===== src/rtl/swc_pkg.sv =====
package swc_pkg;
  localparam int WORD_W = 128;
  localparam int NCLS   = 6;

  // status-word bit positions, counted from the most significant end
  localparam int B_EVT  = 1;
  localparam int B_IO   = 6;
  localparam int B_EXT  = 7;
  localparam int B_MCHK = 13;
  localparam int B_WAIT = 14;

  // class code doubles as priority rank: lower code wins
  typedef enum logic [2:0] {
    CL_MCHK = 3'd0,
    CL_SVC  = 3'd1,
    CL_PGM  = 3'd2,
    CL_RST  = 3'd3,
    CL_EXT  = 3'd4,
    CL_IO   = 3'd5
  } cls_e;

  typedef enum logic [1:0] {
    S_IDLE,
    S_SAVE,
    S_FETCH,
    S_RESP
  } seq_e;
endpackage


===== src/rtl/swc_qual.sv =====
// Two-level qualification of one masked class: word enable bit, then subclass mask.
module swc_qual #(
  parameter int              NSUB   = 8,
  parameter logic [NSUB-1:0] BYPASS = '0
) (
  input  logic            en,
  input  logic [NSUB-1:0] req,
  input  logic [NSUB-1:0] mask,
  output logic            hit
);
  logic [NSUB-1:0] open_sub;

  assign open_sub = mask | BYPASS;
  assign hit      = en & (|(req & open_sub));
endmodule


===== src/rtl/swc_gate.sv =====
module swc_gate import swc_pkg::*; #(
  parameter int NSUB = 8
) (
  input  logic [0:WORD_W-1] word,
  input  logic [NSUB-1:0]   mchk_req,
  input  logic [NSUB-1:0]   mchk_mask,
  input  logic              svc_req,
  input  logic              pgm_req,
  input  logic [NSUB-1:0]   evt_req,
  input  logic [NSUB-1:0]   evt_mask,
  input  logic              restart_req,
  input  logic [NSUB-1:0]   ext_req,
  input  logic [NSUB-1:0]   ext_mask,
  input  logic [NSUB-1:0]   io_req,
  input  logic [NSUB-1:0]   io_mask,
  output logic              take,
  output cls_e              cls
);
  // damage subclasses 0 and 1 ignore the machine-check subclass mask
  localparam logic [NSUB-1:0] MC_BYPASS = NSUB'(3);

  logic mchk_hit, evt_hit, ext_hit, io_hit;
  logic [NCLS-1:0] hit;

  swc_qual #(.NSUB(NSUB), .BYPASS(MC_BYPASS)) u_q_mchk (
    .en(word[B_MCHK]), .req(mchk_req), .mask(mchk_mask), .hit(mchk_hit));
  swc_qual #(.NSUB(NSUB), .BYPASS('0)) u_q_evt (
    .en(word[B_EVT]),  .req(evt_req),  .mask(evt_mask),  .hit(evt_hit));
  swc_qual #(.NSUB(NSUB), .BYPASS('0)) u_q_ext (
    .en(word[B_EXT]),  .req(ext_req),  .mask(ext_mask),  .hit(ext_hit));
  swc_qual #(.NSUB(NSUB), .BYPASS('0)) u_q_io (
    .en(word[B_IO]),   .req(io_req),   .mask(io_mask),   .hit(io_hit));

  // bit index equals class code
  assign hit = {io_hit, ext_hit, restart_req, pgm_req | evt_hit, svc_req, mchk_hit};

  always_comb begin
    take = 1'b0;
    cls  = CL_MCHK;
    for (int i = NCLS - 1; i >= 0; i--) begin
      if (hit[i]) begin
        take = 1'b1;
        cls  = cls_e'(i);
      end
    end
  end
endmodule


===== src/rtl/swc_seq.sv =====
module swc_seq import swc_pkg::*; #(
  parameter int          AW        = 16,
  parameter logic [AW-1:0] SLOT_BASE = 16'h0010
) (
  input  logic              clk,
  input  logic              rst_n,
  input  logic              take,
  input  cls_e              cls,
  input  logic              wait_bit,
  input  logic [0:WORD_W-1] cur_word,
  input  logic              ld_valid,
  input  logic [AW-1:0]     ld_addr,
  output logic              ld_ready,
  output logic              mem_req_valid,
  input  logic              mem_req_ready,
  output logic              mem_we,
  output logic [AW-1:0]     mem_addr,
  output logic [0:WORD_W-1] mem_wdata,
  input  logic              mem_rsp_valid,
  output logic              load_en,
  output logic              adv_en,
  output logic              intr_taken,
  output logic [2:0]        intr_class
);
  seq_e          st;
  cls_e          cls_q;
  logic          from_intr;
  logic [AW-1:0] addr_q;
  logic          taken_q;
  logic          idle_free;

  function automatic logic [AW-1:0] slot_addr(input cls_e c, input logic new_slot);
    return SLOT_BASE + AW'({c, new_slot});
  endfunction

  always_ff @(posedge clk or negedge rst_n) begin
    if (!rst_n) begin
      st        <= S_IDLE;
      cls_q     <= CL_MCHK;
      from_intr <= 1'b0;
      addr_q    <= '0;
      taken_q   <= 1'b0;
    end else begin
      taken_q <= 1'b0;
      case (st)
        S_IDLE: begin
          if (take) begin
            st        <= S_SAVE;
            cls_q     <= cls;
            from_intr <= 1'b1;
            taken_q   <= 1'b1;
          end else if (ld_valid && !wait_bit) begin
            st        <= S_FETCH;
            addr_q    <= ld_addr;
            from_intr <= 1'b0;
          end
        end
        S_SAVE:  if (mem_req_ready) st <= S_FETCH;
        S_FETCH: if (mem_req_ready) st <= S_RESP;
        S_RESP:  if (mem_rsp_valid) st <= S_IDLE;
        default: st <= S_IDLE;
      endcase
    end
  end

  assign idle_free     = (st == S_IDLE) && !take && !wait_bit;
  assign ld_ready      = idle_free;
  assign adv_en        = idle_free;
  assign mem_req_valid = (st == S_SAVE) || (st == S_FETCH);
  assign mem_we        = (st == S_SAVE);
  assign mem_wdata     = cur_word;
  assign load_en       = (st == S_RESP) && mem_rsp_valid;
  assign intr_taken    = taken_q;
  assign intr_class    = cls_q;

  always_comb begin
    if (st == S_SAVE)  mem_addr = slot_addr(cls_q, 1'b0);
    else if (from_intr) mem_addr = slot_addr(cls_q, 1'b1);
    else               mem_addr = addr_q;
  end
endmodule


===== src/rtl/swc_top.sv =====
module swc_top import swc_pkg::*; #(
  parameter int                NSUB       = 8,
  parameter int                AW         = 16,
  parameter logic [AW-1:0]     SLOT_BASE  = 16'h0010,
  parameter logic [0:WORD_W-1] RESET_WORD = '0
) (
  input  logic              clk,
  input  logic              rst_n,
  input  logic [NSUB-1:0]   mchk_req,
  input  logic [NSUB-1:0]   mchk_mask,
  input  logic              svc_req,
  input  logic              pgm_req,
  input  logic [NSUB-1:0]   evt_req,
  input  logic [NSUB-1:0]   evt_mask,
  input  logic              restart_req,
  input  logic [NSUB-1:0]   ext_req,
  input  logic [NSUB-1:0]   ext_mask,
  input  logic [NSUB-1:0]   io_req,
  input  logic [NSUB-1:0]   io_mask,
  input  logic              ld_valid,
  output logic              ld_ready,
  input  logic [AW-1:0]     ld_addr,
  output logic              mem_req_valid,
  input  logic              mem_req_ready,
  output logic              mem_we,
  output logic [AW-1:0]     mem_addr,
  output logic [0:WORD_W-1] mem_wdata,
  input  logic              mem_rsp_valid,
  input  logic [0:WORD_W-1] mem_rdata,
  output logic [0:WORD_W-1] status_word,
  output logic              wait_state,
  output logic              adv_en,
  output logic              intr_taken,
  output logic [2:0]        intr_class
);
  logic [0:WORD_W-1] word_q;
  logic              take;
  cls_e              cls;
  logic              load_en;

  swc_gate #(.NSUB(NSUB)) u_gate (
    .word(word_q),
    .mchk_req(mchk_req), .mchk_mask(mchk_mask),
    .svc_req(svc_req), .pgm_req(pgm_req),
    .evt_req(evt_req), .evt_mask(evt_mask),
    .restart_req(restart_req),
    .ext_req(ext_req), .ext_mask(ext_mask),
    .io_req(io_req), .io_mask(io_mask),
    .take(take), .cls(cls)
  );

  swc_seq #(.AW(AW), .SLOT_BASE(SLOT_BASE)) u_seq (
    .clk(clk), .rst_n(rst_n),
    .take(take), .cls(cls),
    .wait_bit(word_q[B_WAIT]), .cur_word(word_q),
    .ld_valid(ld_valid), .ld_addr(ld_addr), .ld_ready(ld_ready),
    .mem_req_valid(mem_req_valid), .mem_req_ready(mem_req_ready),
    .mem_we(mem_we), .mem_addr(mem_addr), .mem_wdata(mem_wdata),
    .mem_rsp_valid(mem_rsp_valid),
    .load_en(load_en), .adv_en(adv_en),
    .intr_taken(intr_taken), .intr_class(intr_class)
  );

  always_ff @(posedge clk or negedge rst_n) begin
    if (!rst_n)       word_q <= RESET_WORD;
    else if (load_en) word_q <= mem_rdata;
  end

  assign status_word = word_q;
  assign wait_state  = word_q[B_WAIT];
endmodule


===== config.mk =====
export PLATFORM = sky130hd
export DESIGN_NAME = swc_top
export DESIGN_NICKNAME = d
export VERILOG_FILES = /design/src/rtl/swc_pkg.sv /design/src/rtl/swc_qual.sv /design/src/rtl/swc_gate.sv /design/src/rtl/swc_seq.sv /design/src/rtl/swc_top.sv
export SDC_FILE = /design/constraint.sdc
export NUM_CORES = 1
export LEC_CHECK = 0
export ABC_AREA = 1
export CELL_PAD_IN_SITES_DETAIL_PLACEMENT = 0
export CELL_PAD_IN_SITES_GLOBAL_PLACEMENT = 1
export CORE_AREA = 5 5 193 195
export DETAILED_ROUTE_END_ITERATION = 8
export DIE_AREA = 0 0 198 200
export PLACE_DENSITY_LB_ADDON = 0.05
export SLEW_MARGIN = 20
export SYNTH_ARGS = -nofsm -noshare
export SYNTH_HDL_FRONTEND = slang
export SYNTH_SLANG_ARGS = --single-unit

===== constraint.sdc =====
create_clock -name clk -period 4.9 [get_ports clk]
set_input_delay 0.49 -clock clk [delete_from_list [all_inputs] [get_ports clk]]
set_output_delay 0.49 -clock clk [all_outputs]
set_load 0.005 [all_outputs]

**Word-level counts from Yosys, hierarchy flattened**

Cells that the tools add are included.

- $add $sub $neg: 2
- $mul: 0
- Div/mod/pow operators: 0
- $lt $le $gt $ge: 0
- Eq/ne operators: 7
- Shift operators: 0
- Muxes and demuxes: 24
- Bitwise operators: 10
- Reductions and logical operators: 17

Operators by type and width:

| operator | number |
|---|---|
| $and A8 B8 Y8 | 4 |
| $mux W16 | 2 |
| $reduce_or A8 Y1 | 4 |
| $mux W3 | 6 |
| $add A5 B4 Y6 const A | 2 |
| $mux W1 | 10 |
| $mux W2 | 5 |
| $pmux W2 S4 | 1 |
| $ne A2 B2 Y1 const B | 3 |
| $and A1 B1 Y1 | 4 |
| $eq A2 B2 Y1 const B | 2 |
| $logic_and A1 B1 Y1 | 4 |
| $reduce_and A2 Y1 | 2 |
| $reduce_and A4 Y1 | 1 |
| $ne A3 B1 Y1 const B | 1 |
| $reduce_and A3 Y1 | 1 |
| $eq A2 B1 Y1 const B | 1 |
| $logic_not A1 Y1 | 2 |
| $logic_not A2 Y1 | 1 |
| $reduce_bool A2 Y1 | 1 |
| $logic_or A1 B1 Y1 | 1 |
| $not A1 Y1 | 1 |
| $or A1 B1 Y1 | 1 |

- Register bits: 151
- Bits in latches: 0
- Memory bits (writable): 0
- Memory bits (read-only): 0
- Input port bits: 216
- Output and inout port bits: 281
- Logic and storage cells: 66
- Memories: 0

**Depth between registers and ports, before layout**

Gate-level depths: netlist of run 1.

- Depth after elaboration: 12
- Gate-level depth with buffers: 13
- Gate-level depth less buffers: 12

**Hierarchy**

Synthesis of run 1 repeated with hierarchy kept, for this count alone.

- Cells, all modules: 914
- Area, all modules: 7,464.7 sq um

Modules (own cells, without submodules):

| module | times used | cells an instance | area each (sq um) | sequential area each (sq um) |
|---|---|---|---|---|
| swc_top | 1 | 542 | 4,967.3 | 3,203.1 |
| swc_seq | 1 | 293 | 2,182.1 | 575.6 |
| swc_qual at u_gate.u_q_evt ... | 3 | 16 | 61.3 | 0.0 |
| swc_gate | 1 | 15 | 66.3 | 0.0 |
| swc_qual at u_gate.u_q_mchk | 1 | 16 | 65.1 | 0.0 |

**Worst setup path before layout of run 1**

No wires, ideal clock.

- Path type: in2out
- From: input mchk_req[3]
- To: output ld_ready
- Arrival: 1,342 ps
- Setup slack: 3,068 ps
- Stages: 10
- Path buffers: 1
- Cells stage by stage: nand2_1 nand2_1 nor2_1 nand2_1 nand2_2 nand2_2 nor2_4 nand3_1 nor2_1 buf_4

- Word-level cells in the longest chain between the ends: 7

RTL lines:

| element | RTL line | source |
|---|---|---|
| start, declared | swc_top.sv:9 | `input logic [NSUB-1:0] mchk_req,` |
| $and A8 B8 Y8 | swc_qual.sv:14 | `assign hit = en & (\|(req & open_sub));` |
| $reduce_or A8 Y1 | swc_qual.sv:14 |  |
| $and A1 B1 Y1 | swc_qual.sv:14 |  |
| $mux W1 | swc_gate.sv:41 | `if (hit[i]) begin` |
| $logic_not A1 Y1 | swc_seq.sv:66 | `assign idle_free = (st == S_IDLE) && !take && !wait_bit;` |
| $logic_and A1 B1 Y1 (2 in a row) | swc_seq.sv:66 |  |
| end, declared | swc_top.sv:21 | `output logic ld_ready,` |

Every way passes these cells.

**Worst setup path after layout of run 1**

- From: register u_seq.st[1]
- To: output mem_addr[4]

- Word-level cells in the longest chain between the ends: 2

RTL lines:

| element | RTL line | source |
|---|---|---|
| start, declared | swc_seq.sv:25 | `seq_e st;` |
| start signal, assigned | swc_seq.sv:38 | `st <= S_IDLE;` |
| start signal, assigned | swc_seq.sv:48 | `st <= S_SAVE;` |
| start signal, assigned | swc_seq.sv:53 | `st <= S_FETCH;` |
| $eq A2 B1 Y1 | swc_seq.sv:77 | `if (st == S_SAVE) mem_addr = slot_addr(cls_q, 1'b0);` |
| $mux W16 | swc_seq.sv:77 |  |
| end, declared | swc_top.sv:26 | `output logic [AW-1:0] mem_addr,` |

Every way passes these cells.

==> flow_summary_export.csv, run 1 <==
group,metric,value,unit
worst_setup_path,cp-start-kind,"flip-flop",
synthesis,synthTopCellsByCount,"dfrtp_1, buf_4, mux2_2",
synthesis,ys_seq_elements,151,
synthesis,synth_flop_cell,"dfrtp_1",
final_layout,fin_cells,1479,
power,p_per_area,591,nW/um^2
sta,worst_pin_slew,0.902,ns
synthesis,synthesis.area,7210,um^2
worst_setup_path,path_max_fanout,15,
worst_setup_path,cp-end-kind,"primary output",
sta,rsz0062_at_grt,"false",
worst_setup_path,crit_required,4.41,ns
sta,fin_skew,0.00846,ns
detailed_routing,met3_length,2070,um
job,cap_violations,0,
sta,finalSetupViolCount,0,
detailed_routing,highest_layer,"met5",
synthesis,yosysTopAreaCell,"dfrtp_1",
min_path,hp-class,"input pin to asynchronous set/reset pin",
synthesis,synth.top_cells.by_area,"dfrtp_1, mux2_2, buf_4",
synthesis,yosys_warnings,0,
cts,ctsHtreeMaxLevel,4,
power,internal_power,0.00511,W
worst_setup_path,reg2reg_slack,2.71,ns
power,p_sw,0.00214,W
synthesis,synth_cells,638,
sta,min_period,3.04,ns
grt,grt_overflow,0,
synthesis,synth.distinct_cells,23,
placement,port_buffers,494,
synthesis,yosysMostFrequentCell,"dfrtp_1",
worst_setup_path,worstSetupPathType,"flip-flop to primary output",
synthesis,async_flop_share,1.00,
sta,maxSlewViolCount,0,
worst_setup_path,r2r-end,"status_word[26]",
worst_setup_path,reg2reg_from,"u_seq.st[0]",
power,power_frac_comb,0.486,
final_layout,area_delta_synth_final,70.2,%
power,power_frac_seq,0.331,
final_layout,layout.nets,1221,
sta,hold_viol_final,0,
grt,grt_pass1_vias,6075,
detailed_routing,drt_iter0_markers,88,
synthesis,synth_fp_nets,858,
sta,relSlewSlack,0.398,
cts,cts_made_buffers,17,
detailed_routing,vias,5556,
detailed_routing,dr.pass1.iters,4,
floorplan,ios,497,
power,power_frac_clock,0.183,
cts,cts_resized,0,
final_layout,n_fill_cell,3584,
detailed_routing,via_per_inst,3.76,
floorplan,die_area,39600,um^2
synthesis,seq_area_frac_synth,0.524,
cts,cts_tree,"built",
cts,cts.path.max_buffers,2,
power,p_leak,5.22,nW
detailed_routing,wl_met1,10400,um
synthesis,syn_area_per_cell,11.3,um^2
synthesis,synth_edf_count,0,
worst_setup_path,cp_data_arrival_time,2.55,ns
grt,grt_max_degree,88,
cts,clk_pin_slew,0.06,ns
floorplan,num_rows,69,
detailed_routing,drc,0,
placement,placed_cell_area,11700,um^2
floorplan,initial_core_util,0.205,
detailed_routing,ant_nets,0,
cts,hold_buffers,0,
floorplan,core,35200,um^2
final_layout,multiInputGateArea,2270,um^2
grt,grt_pass1_wl,39500,um
sta,fmax,0.329,GHz
floorplan,fp.dieH,200,um
cts,clk_latency,0.43,ns
placement,gp_congestion,0.697,
run_status,outcome,"completed",
floorplan,die_w,198,um
final_layout,design_area,12300,um^2
detailed_routing,wl_per_cell,18.8,um
detailed_routing,drt-total-wl,27800,um
placement,dp.cells,1443,
synthesis,synth_top_area_share,0.524,
detailed_routing,wl_met2,15100,um
cts,clock_tree.root_cell,"clkbuf_16",
grt,grt_usage,0.135,
grt,antenna_found_initial,5,
worst_setup_path,reg2regPathDepth,4,
power,irDropWorstVdd,0.259,mV
sta,tns,0,ns
sta,period_share,0.620,
cts,cts_setup_buffers,0,
cts,clock-sinks,151,
power,p_sw_frac,0.295,
final_layout,final-seq-area,3780,um^2
placement,dpl.hpwl,22300,um
final_layout,layout-drive-gt1-share,0.174,
==> worst max-delay path by stage <==
stage | start | end | slack (ns) | cells after the start
2_1_floorplan | mchk_req[3] | ld_ready | 3.07 | 10
3_3_place_gp | mchk_req[2] | ld_ready | 1.86 | 11
3_5_place_dp | mchk_mask[3] | adv_en | 1.86 | 11
4_1_cts | u_seq.st[1] | mem_addr[4] | 1.79 | 6
5_1_grt | u_seq.st[1] | mem_addr[3] | 1.69 | 5
6_report | u_seq.st[1] | mem_addr[4] | 1.86 | 6
==> power by group through the flow <==
| stage | Clock (W) | Sequential, W | Combinational (W) |
|---|---|---|---|
| after floorplan | 0 | 0.00229 | 0.00166 |
| after global placement | 0 | 0.00244 | 0.00362 |
| after detailed placement | 0 | 0.00244 | 0.00359 |
| after CTS | 0.00139 | 0.00244 | 0.00361 |
| after global routing | 0.00145 | 0.00251 | 0.00379 |
| final | 0.00133 | 0.00240 | 0.00353 |
==> per-stage QoR <==
step | hold WS (ns) | util | worst slack [ns] | total power, W
floorplan | 0.194 | - | 3.07 | 0.00395
global placement | 0.457 | 0.331 | 1.86 | 0.00606
detailed placement | 0.458 | 0.331 | 1.86 | 0.00604
CTS | 0.151 | 0.348 | 1.79 | 0.00744
global route | 0.175 | 0.348 | 1.69 | 0.00775
finish | 0.122 | 0.348 | 1.86 | 0.00725
==> logic make-up after synthesis <==
logic type | share of synthesized area
AOI/OAI and AO/OA | 0.00451
adders and majority gates | 0.00694
buffers and inverters | 0.162
DFF | 0.524
muxes | 0.198
and+or+nand+nor | 0.104
==> worst max-delay path: stages, from the launching register on <==
cell             delay, ns
dfrtp_1               0.40
inv_1                 0.09
ha_1                  0.41
nor2_1                0.37
inv_1                 0.13
or2_2                 0.29
clkdlybuf4s50_1       0.44
==> layout by cell type, fill, tap and decap left out, types with 12 or more instances in the layout <==
cell and n:
inv_1 12, nor2_1 27, clkbuf_16 17, clkdlybuf4s50_1 493, nand2_1 121, dfrtp_1 151, mux2_2 127, nand3_1 22
==> flip-flops by register name, summed over array words and instances (netlist names) <==
signal / cells
u_seq.addr_q: 16
u_seq.st: 2
u_seq.intr_class: 3
u_seq.from_intr: 1
status_word: 128
u_seq.intr_taken: 1
==> layer usage <==
layer / GRT usage / vias to the layer above
li1: - / 2669
met1: 0.153 / 2655
met2: 0.241 / 217
met3: 0.0488 / 13
met4: 0.0377 / 2
met5: 0 / -
==> area by class of cell <==
type	count	area share
well taps	461	0.0470
diodes	4	0.000816
clock inverters	11	0.00999
inverters	16	0.00530
multi-input cells	318	0.185
flip-flops and latches	151	0.308
clock buffers	21	0.0383
repair buffers	497	0.406
(Power assumes the default switching activity.)
==> run 2, diff against run 1 <==
Settings changed: CORE_AREA 5 5 193 195 to 5 5 188 190, DIE_AREA 0 0 198 200 to 0 0 193 195.
Clock period 4.9 ns to 2.8 ns, I/O delays scaled along.
==> run 2 against run 1 <==
Effect of this change:
- register-to-register slack got worse by 1.8 ns
- clock-buffer cell count decreased by 1
- non-clock buffer count increased by 7
- combinational power increased by 77%
- critical path depth increased by 5
- largest power group unchanged
==> flow_summary_export.csv, run 2 (synthesis results as in run 1) <==
group,metric,value,unit
sta,rsz0062_at_grt,"false",
floorplan,die_w,193,um
detailed_routing,ant_nets,0,
detailed_routing,met3_length,2380,um
final_layout,final_cell_mix,"clkdlybuf4s50_1, dfrtp_1, mux2_2",
grt,grt_pass1_wl,41000,um
cts,cts_tree,"built",
detailed_routing,via_per_inst,3.83,
detailed_routing,drt-total-wl,28300,um
min_path,min_from,"ld_addr[5]",
detailed_routing,wl_per_cell,19.3,um
worst_setup_path,path_max_fanout,5,
sta,finalSetupViolCount,0,
detailed_routing,highest_layer,"met5",
final_layout,area_delta_synth_final,70.4,%
floorplan,num_rows,67,
grt,grt_pass1_vias,6362,
sta,maxSlewViolCount,0,
cts,ctsHtreeMaxLevel,4,
final_layout,largest_reg_flops,128,
worst_setup_path,reg2reg_slack,0.96,ns
cts,clk_pin_slew,0.06,ns
final_layout,n_fill_cell,3356,
final_layout,layout.nets,1228,
cts,cts.path.max_buffers,2,
placement,gp_congestion,0.717,
power,p_per_area,1030,nW/um^2
grt,antenna_found_initial,4,
placement,dpl.hpwl,22700,um
sta,fin_skew,0.0139,ns
sta,hold_slack,0.423,ns
detailed_routing,vias,5626,
final_layout,final_common_cell,"clkdlybuf4s50_1",
cts,clock_tree.root_cell,"clkbuf_16",
detailed_routing,dr.pass1.iters,4,
worst_setup_path,crit_required,2.52,ns
sta,worst_pin_slew,0.691,ns
cts,cts_made_buffers,17,
detailed_routing,drc,0,
worst_setup_path,cp-end-kind,"primary output",
min_path,worst_hold_path.num_cells,3,
min_path,min_to,"u_seq.addr_q[5]",
floorplan,ios,497,
sta,relSlewSlack,0.539,
placement,port_buffers,494,
worst_setup_path,reg2reg_from,"u_seq.st[0]",
sta,hold_viol_final,0,
job,cap_violations,0,
grt,grt_max_degree,66,
cts,clk_latency,0.43,ns
cts,cts_resized,0,
worst_setup_path,cp_data_arrival_time,2.26,ns
power,irDropWorstVdd,0.547,mV
floorplan,initial_core_util,0.217,
floorplan,die_area,37600,um^2
sta,period_share,0.907,
run_status,outcome,"completed",
worst_setup_path,worstSetupPathType,"input pin to primary output",
worst_setup_path,cp-start-kind,"input pin",
grt,grt_overflow,0,
worst_setup_path,reg2regPathDepth,4,
sta,tns,0,ns
worst_setup_path,crit_start,"evt_mask[7]",
sta,fmax,0.394,GHz
power,p_leak,5.23,nW
min_path,hp-class,"input pin to flip-flop",
floorplan,fp.dieH,195,um
detailed_routing,wl_met2,15000,um
floorplan,core,33300,um^2
grt,grt_usage,0.147,
detailed_routing,wl_met1,10400,um
sta,min_period,2.54,ns
worst_setup_path,r2r-end,"status_word[20]",
detailed_routing,drt_iter0_markers,112,
final_layout,layout-drive-gt1-share,0.176,
cts,clock-sinks,151,
-- run 2: cell types whose count changed in the layout (fill, tap and decap cells not counted) --
cell	delta
clkbuf_1	+2
bufinv_16	-2
clkbuf_8	-3
clkinv_4	+1
buf_4	+3
inv_8	+1
diode_2	-3
inv_6	+2
buf_12	+3
clkinv_2	-2
clkinvlp_4	+1
dlygate4sd3_1	+1
-- run 2: timing repair --
action | 4_1_cts | 5_1_grt
hold buffers | 1 | 0
endpoints found under the hold margin | 63 | 0
buffers inserted | 0 | 0
endpoints found under the setup margin | 0 | 0
-- run 2: power breakdown --
part	internal, W	total (W)	switching, W
Clock	0.00115	0.00213	0.000980
Sequential	0.00322	0.00422	0.00100
Combinational	0.00437	0.00626	0.00189
Total	0.00874	0.0126	0.00387
-- run 2: worst max-delay path by stage --
stage / slack [ns] / cells past startpoint / end
2_1_floorplan: 1.21 / 5 / status_word[100]
3_3_place_gp: 0.24 / 11 / ld_ready
4_1_cts: 0.21 / 11 / adv_en
3_5_place_dp: 0.22 / 11 / adv_en
6_report: 0.26 / 11 / adv_en
5_1_grt: 0.07 / 6 / mem_addr[4]
-- run 2: routing by layer --
| layer | track usage | vias up |
|---|---|---|
| met5 | 0 | - |
| met4 | 0.0396 | 6 |
| met3 | 0.0564 | 30 |
| met2 | 0.264 | 243 |
| li1 | - | 2676 |
| met1 | 0.161 | 2671 |
-- run 2: cell type report --
type	count	area (um^2)	area share
multi-input cells	318	2270	0.185
clock buffers	20	437	0.0356
well taps	448	561	0.0456
diodes	1	2.50	0.000204
inverters	16	65.1	0.00530
clock inverters	12	97.6	0.00795
repair buffers	504	5070	0.413
flip-flops and latches	151	3780	0.308
-- run 2: critical path, stage by stage --
cell and delay (ns):
clkdlybuf4s50_1 0.40, nand2_1 0.08, nand2_1 0.07, nor2_1 0.12, nand2_1 0.08, nand2_1 0.09, nand2_2 0.08, nor2_4 0.14
nand3_1 0.12, nor2_1 0.22, clkdlybuf4s50_1 0.56
-- run 2: per-stage QoR --
stage	area, um^2	utilization	power (W)	setup WS, ns	std cells
2_1_floorplan	7210	-	0.00691	1.21	638
3_3_place_gp	11700	0.353	0.0107	0.240	1436
3_5_place_dp	11700	0.353	0.0106	0.216	1436
4_1_cts	12300	0.369	0.0129	0.206	1469
5_1_grt	12300	0.369	0.0134	0.0726	1470
6_report	12300	0.369	0.0126	0.261	1470
